--- config.mk ---
export PLATFORM = sky130hd
export DESIGN_NAME = clkdiv_phase_top
export DESIGN_NICKNAME = d
export VERILOG_FILES = /design/src/rtl/clkdiv_pkg.sv /design/src/rtl/clkdiv_cfg_hold.sv /design/src/rtl/clkdiv_count.sv /design/src/rtl/clkdiv_phase_dly.sv /design/src/rtl/clkdiv_phase_top.sv
export SDC_FILE = /design/constraint.sdc
export NUM_CORES = 1
export LEC_CHECK = 0
export ABC_AREA = 1
export BUFFER_PORTS_ARGS = -buffer_cell sky130_fd_sc_hd__buf_2
export CORE_MARGIN = 2
export CORE_UTILIZATION = 50
export CTS_CLUSTER_SIZE = 40
export DETAILED_ROUTE_END_ITERATION = 10
export PLACE_DENSITY = 0.7
export SLEW_MARGIN = 20
export SYNTH_ARGS = -nofsm -noshare
export SYNTH_HDL_FRONTEND = slang
export SYNTH_SLANG_ARGS = --single-unit
--- constraint.sdc ---
create_clock -name clk -period 4 [get_ports clk]
set_input_delay 0.2 -clock clk [delete_from_list [all_inputs] [get_ports clk]]
set_output_delay 0.2 -clock clk [all_outputs]
set_load 0.03 [all_outputs]
--- src/rtl/clkdiv_pkg.sv ---
package clkdiv_pkg;

    // One sample of the divided waveform: level and start-of-period strobe.
    typedef struct packed {
        logic lvl;
        logic edg;
    } wave_t;

    localparam wave_t WAVE_IDLE = '{lvl: 1'b0, edg: 1'b0};

    // Number of high cycles per period for a ratio code (division = code + 1).
    function automatic int unsigned high_cycles(input int unsigned code);
        return (code + 1) / 2;
    endfunction

endpackage

--- src/rtl/clkdiv_cfg_hold.sv ---
module clkdiv_cfg_hold #(
    parameter int CODE_W = 3
) (
    input  logic              clk,
    input  logic              rst,
    input  logic              realign,
    input  logic [CODE_W-1:0] ratio_in,
    input  logic [CODE_W-1:0] phase_in,
    output logic [CODE_W-1:0] ratio_act,
    output logic [CODE_W-1:0] phase_act
);

    // Active copies change only at reset or realign.
    always_ff @(posedge clk) begin
        if (rst) begin
            ratio_act <= '0;
            phase_act <= '0;
        end else if (realign) begin
            ratio_act <= ratio_in;
            phase_act <= phase_in;
        end
    end

endmodule

--- src/rtl/clkdiv_count.sv ---
module clkdiv_count
    import clkdiv_pkg::*;
#(
    parameter int CODE_W = 3
) (
    input  logic              clk,
    input  logic              rst,
    input  logic              realign,
    input  logic [CODE_W-1:0] ratio_act,
    output wave_t             base
);

    localparam int CW1 = CODE_W + 1;

    logic [CODE_W-1:0] cnt_q;
    logic [CW1-1:0]    high_len;

    always_ff @(posedge clk) begin
        if (rst || realign) begin
            cnt_q <= '0;
        end else if (cnt_q == ratio_act) begin
            cnt_q <= '0;
        end else begin
            cnt_q <= cnt_q + 1'b1;
        end
    end

    always_comb begin
        high_len = CW1'(high_cycles(32'(ratio_act)));
        base.edg = (cnt_q == '0);
        if (ratio_act == '0) begin
            base.lvl = 1'b1;
        end else begin
            base.lvl = ({1'b0, cnt_q} < high_len);
        end
    end

endmodule

--- src/rtl/clkdiv_phase_dly.sv ---
module clkdiv_phase_dly
    import clkdiv_pkg::*;
#(
    parameter int CODE_W = 3
) (
    input  logic              clk,
    input  logic              rst,
    input  logic              realign,
    input  logic [CODE_W-1:0] phase_act,
    input  wave_t             base_in,
    output wave_t             wave_out
);

    localparam int DEPTH = (1 << CODE_W) - 1;

    wave_t stage_q [DEPTH];
    wave_t tap;

    for (genvar k = 0; k < DEPTH; k++) begin : g_stage
        always_ff @(posedge clk) begin
            if (rst || realign) begin
                stage_q[k] <= WAVE_IDLE;
            end else if (k == 0) begin
                stage_q[k] <= base_in;
            end else begin
                stage_q[k] <= stage_q[(k == 0) ? 0 : k - 1];
            end
        end
    end

    always_comb begin
        tap = base_in;
        for (int k = 0; k < DEPTH; k++) begin
            if (phase_act == CODE_W'(k + 1)) begin
                tap = stage_q[k];
            end
        end
    end

    always_ff @(posedge clk) begin
        if (rst || realign) begin
            wave_out <= WAVE_IDLE;
        end else begin
            wave_out <= tap;
        end
    end

endmodule

--- src/rtl/clkdiv_phase_top.sv ---
module clkdiv_phase_top
    import clkdiv_pkg::*;
#(
    parameter int CODE_W = 3
) (
    input  logic              clk,
    input  logic              rst,
    input  logic              realign,
    input  logic [CODE_W-1:0] ratio_code,
    input  logic [CODE_W-1:0] phase_code,
    input  logic              user_stab_en,
    output logic              div_clk,
    output logic              edge_pulse,
    output logic              stab_active
);

    logic [CODE_W-1:0] ratio_act;
    logic [CODE_W-1:0] phase_act;
    wave_t             base;
    wave_t             wave;

    clkdiv_cfg_hold #(.CODE_W(CODE_W)) cfg_i (
        .clk       (clk),
        .rst       (rst),
        .realign   (realign),
        .ratio_in  (ratio_code),
        .phase_in  (phase_code),
        .ratio_act (ratio_act),
        .phase_act (phase_act)
    );

    clkdiv_count #(.CODE_W(CODE_W)) cnt_i (
        .clk       (clk),
        .rst       (rst),
        .realign   (realign),
        .ratio_act (ratio_act),
        .base      (base)
    );

    clkdiv_phase_dly #(.CODE_W(CODE_W)) dly_i (
        .clk       (clk),
        .rst       (rst),
        .realign   (realign),
        .phase_act (phase_act),
        .base_in   (base),
        .wave_out  (wave)
    );

    assign div_clk     = wave.lvl;
    assign edge_pulse  = wave.edg;
    // Any division other than 1 forces the stabilizer request.
    assign stab_active = user_stab_en || (ratio_act != '0);

endmodule

* Word level (Yosys, flattened, before mapping)
Memory sizes are Yosys's and may differ from the RTL's.
Index checks and enable logic that the tools add are counted.
** Storage, ports and cells
- Bits in registers :: 11
- RAM bits :: 14
- Input bits :: 10
- Output and inout port bits :: 3
- Word-level logic and storage cells :: 48
- Memories :: 1
** Memory list
- dly_i.stage_q :: words 7, width 2, read ports 7, clocked after Yosys merged registers in 0, write ports 7, RTL line clkdiv_phase_dly.sv:16 : wave_t stage_q [DEPTH];
** Operators by class
- Add/subtract/negate cells :: 2
- Order comparisons :: 1
- Equality and inequality tests :: 8
- Muxes and demuxes :: 18
- Bitwise logic cells :: 7
- Reductions and logical operators :: 6
** Operators by type and width (count)
- 2-bit 2-to-1 mux :: 14
- 3-bit == test, second input constant :: 4
- 1-bit OR :: 7
- 3-bit by 2-bit == test with 1-bit output, second input constant :: 2
- 3-bit logical NOT :: 2
- 3-bit by 1-bit adder with 4-bit output, second input constant :: 1
- 3-bit by 4-bit < comparator with 1-bit output :: 1
- 1-bit 2-to-1 mux :: 4
- 3-bit by 1-bit adder with 3-bit output, second input constant :: 1
- 3-bit by 1-bit == test with 1-bit output, second input constant :: 1
- 3-bit == test :: 1
- 3-bit nonzero test :: 1
- 1-bit logical OR :: 2
- 2-bit OR reduction :: 1

* Logic depth before layout (Yosys ltp)
Gate-level depths: netlist of the first run.
- Depth in word-level cells :: 10
- Depth in mapped cells :: 14
- Gate-level depth less buffers :: 14

* Modules after synthesis
Synthesis of the first run repeated with hierarchy kept, for this count alone.
** Second synthesis, totals
- Cell total of the unflattened synthesis :: 173
- Area, all modules :: 1221.2 um^2
** By module, submodules not included
- clkdiv_phase_dly :: instances 1, cells an instance 90, area each 680.7 um^2
- clkdiv_count :: instances 1, cells an instance 42, area each 281.5 um^2
- clkdiv_cfg_hold :: instances 1, cells an instance 38, area each 247.7 um^2
- clkdiv_phase_top :: instances 1, cells an instance 3, area each 11.3 um^2

* Worst setup path before layout of the first run
No wires, ideal clock.
- Kind :: reg2reg
- Start point :: reg cfg_i.ratio_act[0]
- End point :: reg dly_i.wave_out[1] (netlist bit)
- Library setup time :: 0.120 ns
- Arrival :: 1.410 ns
- Path slack :: 2.470 ns
- Stages on the path, launching flop included :: 15
- Path buffers :: 0
- Cells stage by stage :: dfxtp_1 > ha_1 > xnor2_1 > ha_1 > nand2_1 > nand2_1 > nand2_1 > nand2_1 > nand3_1 > nand2_1 > nand2_1 > nand2_1 > nand2_1 > nand2_1 > a21oi_1
** On the way
- Longest elaborated chain between the ends :: 10
- Elaborated cells between the ends (all ways) :: 11
** RTL lines
- start, declared :: RTL line clkdiv_cfg_hold.sv:9 : output logic [CODE_W-1:0] ratio_act,
- start signal, assigned :: RTL line clkdiv_cfg_hold.sv:19 : ratio_act <= ratio_in;
- 3-bit by 1-bit adder with 4-bit output :: RTL line clkdiv_pkg.sv:13 : return (code + 1) / 2;
- 3-bit by 4-bit < comparator with 1-bit output :: RTL line clkdiv_count.sv:34 : base.lvl = ({1'b0, cnt_q} < high_len);
- 1-bit 2-to-1 mux * :: RTL line clkdiv_count.sv:31 : if (ratio_act == '0) begin
- 2-bit 2-to-1 mux * (7 in series) :: RTL line clkdiv_phase_dly.sv:34 : if (phase_act == CODE_W'(k + 1)) begin
- end signal, assigned :: RTL line clkdiv_phase_dly.sv:44 : wave_out <= tap;
- end, declared :: RTL line clkdiv_phase_dly.sv:11 : output wave_t wave_out
Mark *: on every way between the ends. The rest lies on a longest branch, timed or not.
A chain may end at the register's enable or synchronous reset.

* Worst setup path after layout of the first run
- Start point :: reg cfg_i.ratio_act[1]
- End point :: out stab_active
** On the way
- Longest elaborated chain between the ends :: 2
** RTL lines
- 3-bit nonzero test :: RTL line clkdiv_phase_top.sv:52 : assign stab_active = user_stab_en || (ratio_act != '0);
- 1-bit logical OR :: RTL line clkdiv_phase_top.sv:52
- end, declared :: RTL line clkdiv_phase_top.sv:14 : output logic stab_active
No other way between the ends.

==> results of run 1 <==
layer usage:
layer / up-vias / GRT usage, % / share of wire, %
met5: - / 0 / 0
met4: 0 / 6.58 / 1.4
met3: 4 / 3.51 / 3.1
met2: 14 / 22.9 / 41
met1: 374 / 25.0 / 54
li1: 486 / - / -
cells by family (layout without fill, tap and decap cells):
logic type               after synthesis  count (layout)  share of synthesized area [%]
XOR/XNOR                               2               2                           1.56
adder cells (fa/ha/maj)                6               6                           6.67
AND/OR/NAND/NOR                       50              50                           19.0
flip-flops                            25              25                           44.5
buffers and inverters                 36              49                           12.7
AO/OA/AOI/OAI                         29              29                           15.6
flip-flops by register name (all words and copies together), names as in the netlist:
register	cells
cfg_i.phase_act	3
cnt_i.cnt_q	3
dly_i.stage_q	14
dly_i.wave_out	2
cfg_i.ratio_act	3
report_power, final:
part | internal, mW | leakage, nW | switching, mW
combinational | 0.0251 | 0.330 | 0.0409
sequential | 0.258 | 0.204 | 0.00851
clock | 0.0381 | 0.0139 | 0.0754
total | 0.322 | 0.548 | 0.125
final timing paths:
check,slack [ns],cells after the start,end,start
min reg2reg,0.43,2,dly_i.stage_q[1][1],dly_i.stage_q[0][1]
max reg2reg,2.33,14,dly_i.wave_out[1],cfg_i.ratio_act[0]
max,2.31,5,stab_active,cfg_i.ratio_act[1]
min,0.15,3,cfg_i.phase_act[0],phase_code[0]
cell type report:
class                           count  area (µm²)
Sequential cell                    25         500
Inverter                           33         124
Clock inverter                      1        7.51
Clock buffer                        3        22.5
Multi-Input combinational cell     87         482
Timing Repair Buffer               12        60.1
Fill cell                         216         938
Tap cell                           28        35.0
Yosys cell counts, drive strengths merged:
master  number
or2          1
nand3        4
o41ai        1
inv         33
o211ai       1
nand2       19
nor2        23
ha           6
a22oi        1
a31oi        1
o21ai        9
nor3         3
a21oi       12
a31o         1
o22ai        2
xnor2        2
o31ai        1
clkbuf       2
buf          1
dfxtp       25
worst min-delay path, cell delays in order:
cell and delay [ns]:
buf_2 0.07, o21ai_0 0.07, a21oi_1 0.10
per-stage QoR:
| stage | power, mW | setup WS [ns] |
|---|---|---|
| 3_3_place_gp | 0.337 | 2.39 |
| 5_1_grt | 0.471 | 2.18 |
| 4_1_cts | 0.452 | 2.31 |
| 3_5_place_dp | 0.339 | 2.34 |
| 6_report | 0.446 | 2.31 |
| 2_1_floorplan | 0.323 | 2.47 |
==> results.yml, run 1 <==
cells_and_area:
  mostFrequentLayoutCells: "28 x inv_1, 25 x dfxtp_1, 22 x nor2_1"
  final_nets: 178
  fin_util_pct: 56.7
  drive_above_1_share_pct: 17.4
  fin_cells: 189
  layout_commonest_cell: "inv_1"
  diodes: 0
  design_area_mm2: 0.00123
  syn_to_final_growth_pct: 9.45
drt:
  final_antenna_net_count: 0
  drt_iter0_drc: 13
  vias: 878
  firstDrtPassIters: 4
  avgRoutedWirePerCell_um: 9.76
  wirelength_mm: 1.85
  route.detailed.drc: 0
  viasPerCell: 4.65
sta:
  finalClockSkew_ns: 0.00591
  fmax_mhz: 593
  relSlewSlack_pct: 69.8
  tns_ns: 0
  rsz0062_at_grt: "false"
  period_needed_ns: 1.69
  finalCritPeriodShare_pct: 42.2
  hold_viol: 0
  holdWs_ns: 0.154
  worstMarginPinSlew_ns: 0.453
  setup_viol: 0
  drv_slew: 0
cts:
  cts.clk_slew.worst_paths_ns: 0.14
  cts_tree: "built"
  insertion_delay_ns: 0.32
  clk_path_buf_depth: 2
  cts_made_buffers: 3
  clockRootBuffer: "clkbuf_4"
  cts_resized: 0
  cts.hold.buffers_added: 0
  postCtsSetupRepairBufs: 0
  h-tree-depth: 1
  clock_sinks: 25
worst_setup_path:
  endpoint_kind: "output port"
  crit_type: "flip-flop to output port"
  worstPathArrival_ns: 1.49
  crit_path_max_incr_delay_ns: 0.36
  cp_slowest_cell: "dfxtp_1"
  cp_num_buf_inv: 2
  cp.required_ns: 3.80
  cp_top_family: "simple AND/OR/NAND/NOR gates"
  start_kind: "flip-flop"
  worstPathCellList: "inv_1, ha_1, nand2_1, or2_2, buf_2"
  critPathMaxFanout: 4
global_route:
  grt_pass1_wl_mm: 3.34
  antenna_found_initial: 0
  first_global_vias: 769
  track_usage_pct: 16.6
  grt_max_degree: 16
  overflow: 0
die:
  ios: 13
  initial_core_util_pct: 51.8
  die_h_um: 51.4
  rows: 17
  die_area_mm2: 0.00265
  fp.dieW_um: 51.4
  core-area_mm2: 0.00217
placed_design:
  place_hpwl_mm: 1.45
  place_area_mm2: 0.00120
  portBuffers: 12
  placedCellCount: 185
  gp_congestion: 0.855
synth:
  ys_warn_count: 0
  synth_area_leaders: "dfxtp_1 44%, inv_1 9.3%, nor2_1 7.3%, ha_1 6.7%, nand2_1 6.0%"
  avgSynthCellArea_um2: 7.60
  netlist_area_mm2: 0.00112
  ys_types: 26
  synth_fp_nets: 164
  yosys.area.top_type: "dfxtp_1"
  synth_top_area_share_pct: 44.5
  ys_seq_area_share_pct: 44.5
  synth-seq-cells: 25
  syn_inst: 148
power_and_ir_drop:
  cellLeakagePower_nw: 0.548
  powerDensity_mw_per_mm2: 363
  ir_worst_vdd_mv: 0.268
job:
  cap_violations: 0
status:
  status: "finished clean"
worst_hold_path:
  min_path_type: "primary input to flip-flop"
Power figures use the tool's default switching activity.
==> run 2: changes to the inputs <==
==> constraint.sdc (replaced) <==
create_clock -name clk -period 1.7 [get_ports clk]
set_input_delay 0.085 -clock clk [delete_from_list [all_inputs] [get_ports clk]]
set_output_delay 0.085 -clock clk [all_outputs]
set_load 0.03 [all_outputs]
==> results.yml, run 2 (same netlist as run 1, synthesis figures left out) <==
status:
  status: "complete, but fails checks"
  failed_checks: "negative setup slack"
cells_and_area:
  diodes: 0
  final_nets: 179
  largest_reg_flops: 14
  design_area_mm2: 0.00127
  fillers: 216
  syn_to_final_growth_pct: 12.8
  drive_above_1_share_pct: 21.6
  layout_commonest_cell: "inv_1"
  top_register: "dly_i.stage_q"
  regArea_um2: 503
  mostFrequentLayoutCells: "28 x inv_1, 23 x dfxtp_1, 22 x nor2_1"
  multi_input_area_um2: 509
  fin_cells: 190
sta:
  hold_viol: 0
  drv_slew: 0
  worstMarginPinSlew_ns: 0.444
  setup_viol: 1
  fmax_mhz: 577
  finalClockSkew_ns: 0.00611
  relSlewSlack_pct: 70.4
  period_needed_ns: 1.73
  rsz0062_at_grt: "true"
  setup_ws_ns: -0.0324
  finalCritPeriodShare_pct: 102
cts:
  clock_sinks: 25
  insertion_delay_ns: 0.32
  cts_made_buffers: 3
  h-tree-depth: 1
  clockRootBuffer: "clkbuf_4"
  cts_tree: "built"
  cts.hold.buffers_added: 0
  cts.clk_slew.worst_paths_ns: 0.14
  clk_path_buf_depth: 2
global_route:
  antenna_found_initial: 0
  grt_pass1_wl_mm: 3.41
  grt_max_degree: 16
  first_global_vias: 808
  overflow: 0
  track_usage_pct: 17.2
placed_design:
  portBuffers: 12
  placedCellCount: 185
  place_hpwl_mm: 1.48
  place_area_mm2: 0.00120
  gp_congestion: 0.855
job:
  cap_violations: 0
die:
  rows: 17
  die_h_um: 51.4
  ios: 13
  die_area_mm2: 0.00265
  core-area_mm2: 0.00217
  initial_core_util_pct: 51.8
  fp.dieW_um: 51.4
worst_setup_path:
  start_kind: "flip-flop"
  critPathMaxFanout: 4
  cp.required_ns: 1.97
  r2r_slack_ns: -0.03
  endpoint_kind: "flip-flop"
  worstPathArrival_ns: 2.00
  crit_type: "flip-flop to flip-flop"
power_and_ir_drop:
  ir_worst_vdd_mv: 0.554
  cellLeakagePower_nw: 0.556
  powerDensity_mw_per_mm2: 850
drt:
  drt_iter0_drc: 15
  viasPerCell: 4.98
  wirelength_mm: 2.00
  firstDrtPassIters: 4
  final_antenna_net_count: 0
  route.detailed.drc: 0
  vias: 947
  avgRoutedWirePerCell_um: 10.5
worst_hold_path:
  min_path_type: "primary input to flip-flop"
-- run 2: cell types whose count changed in the layout (fill, tap and decap cells not counted), sizes merged --
cell  previous run  this run
buf             12        13
-- run 2: path summary, 6_finish.rpt --
| path | endpoint | depth (start not counted) | startpoint |
|---|---|---|---|
| max reg2reg | dly_i.wave_out[1] | 14 | cfg_i.ratio_act[1] |
| min reg2reg | dly_i.stage_q[1][1] | 2 | dly_i.stage_q[0][1] |
| max | dly_i.wave_out[1] | 14 | cfg_i.ratio_act[1] |
| min | cfg_i.phase_act[0] | 3 | phase_code[0] |
-- run 2: layout make-up --
class	count	area share [%]
multi-input cells	87	40.1
flip-flops and latches	25	39.6
inverters	33	9.76
repair buffers	13	5.33
well taps	28	2.76
clock buffers	3	1.78
clock inverters	1	0.592
-- run 2: what timing repair did --
action | 4_1_cts | 5_1_grt
setup endpoints to repair | 0 | 1
resized for setup | 0 | 7
setup buffers | 0 | 1
-- run 2: metal layers --
layer	vias to the layer above	global-route usage, %	part of all wire [%]	wire length [µm]
met4	0	7.89	1.8	36
met3	4	3.51	5.1	102
met5	-	0	0	0
met2	27	25.4	45	892
li1	487	-	-	-
met1	429	23.9	48	970
-- run 2: report_power, final --
part	internal, mW	switching (mW)
clock	0.0900	0.184
combinational	0.0680	0.105
sequential	0.609	0.0217
-- run 2: per-stage QoR --
stage / total power, mW / setup TNS, ns / hold slack, ns / util (%) / setup WS, ns
3_3_place_gp: 0.793 / 0 / 0.370 / 55.4 / 0.0875
6_report: 1.08 / -0.0324 / 0.0332 / 58.5 / -0.0324
2_1_floorplan: 0.761 / 0 / 0.271 / - / 0.170
5_1_grt: 1.13 / -0.130 / 0.0609 / 58.5 / -0.130
3_5_place_dp: 0.798 / 0 / 0.378 / 55.4 / 0.0253
4_1_cts: 1.06 / 0 / 0.0328 / 56.7 / 0.00681
-- run 2: critical path: stages, from the launching register on --
cell,delay [ns]
dfxtp_2,0.37
ha_4,0.16
xnor2_2,0.12
ha_1,0.30
nand2_1,0.07
nand2_1,0.06
nand2_1,0.09
nand2_2,0.07
nand3_2,0.05
nand2_1,0.05
nand2_1,0.05
nand2_1,0.05
nand2_1,0.05
nand2_1,0.04
a21oi_1,0.13
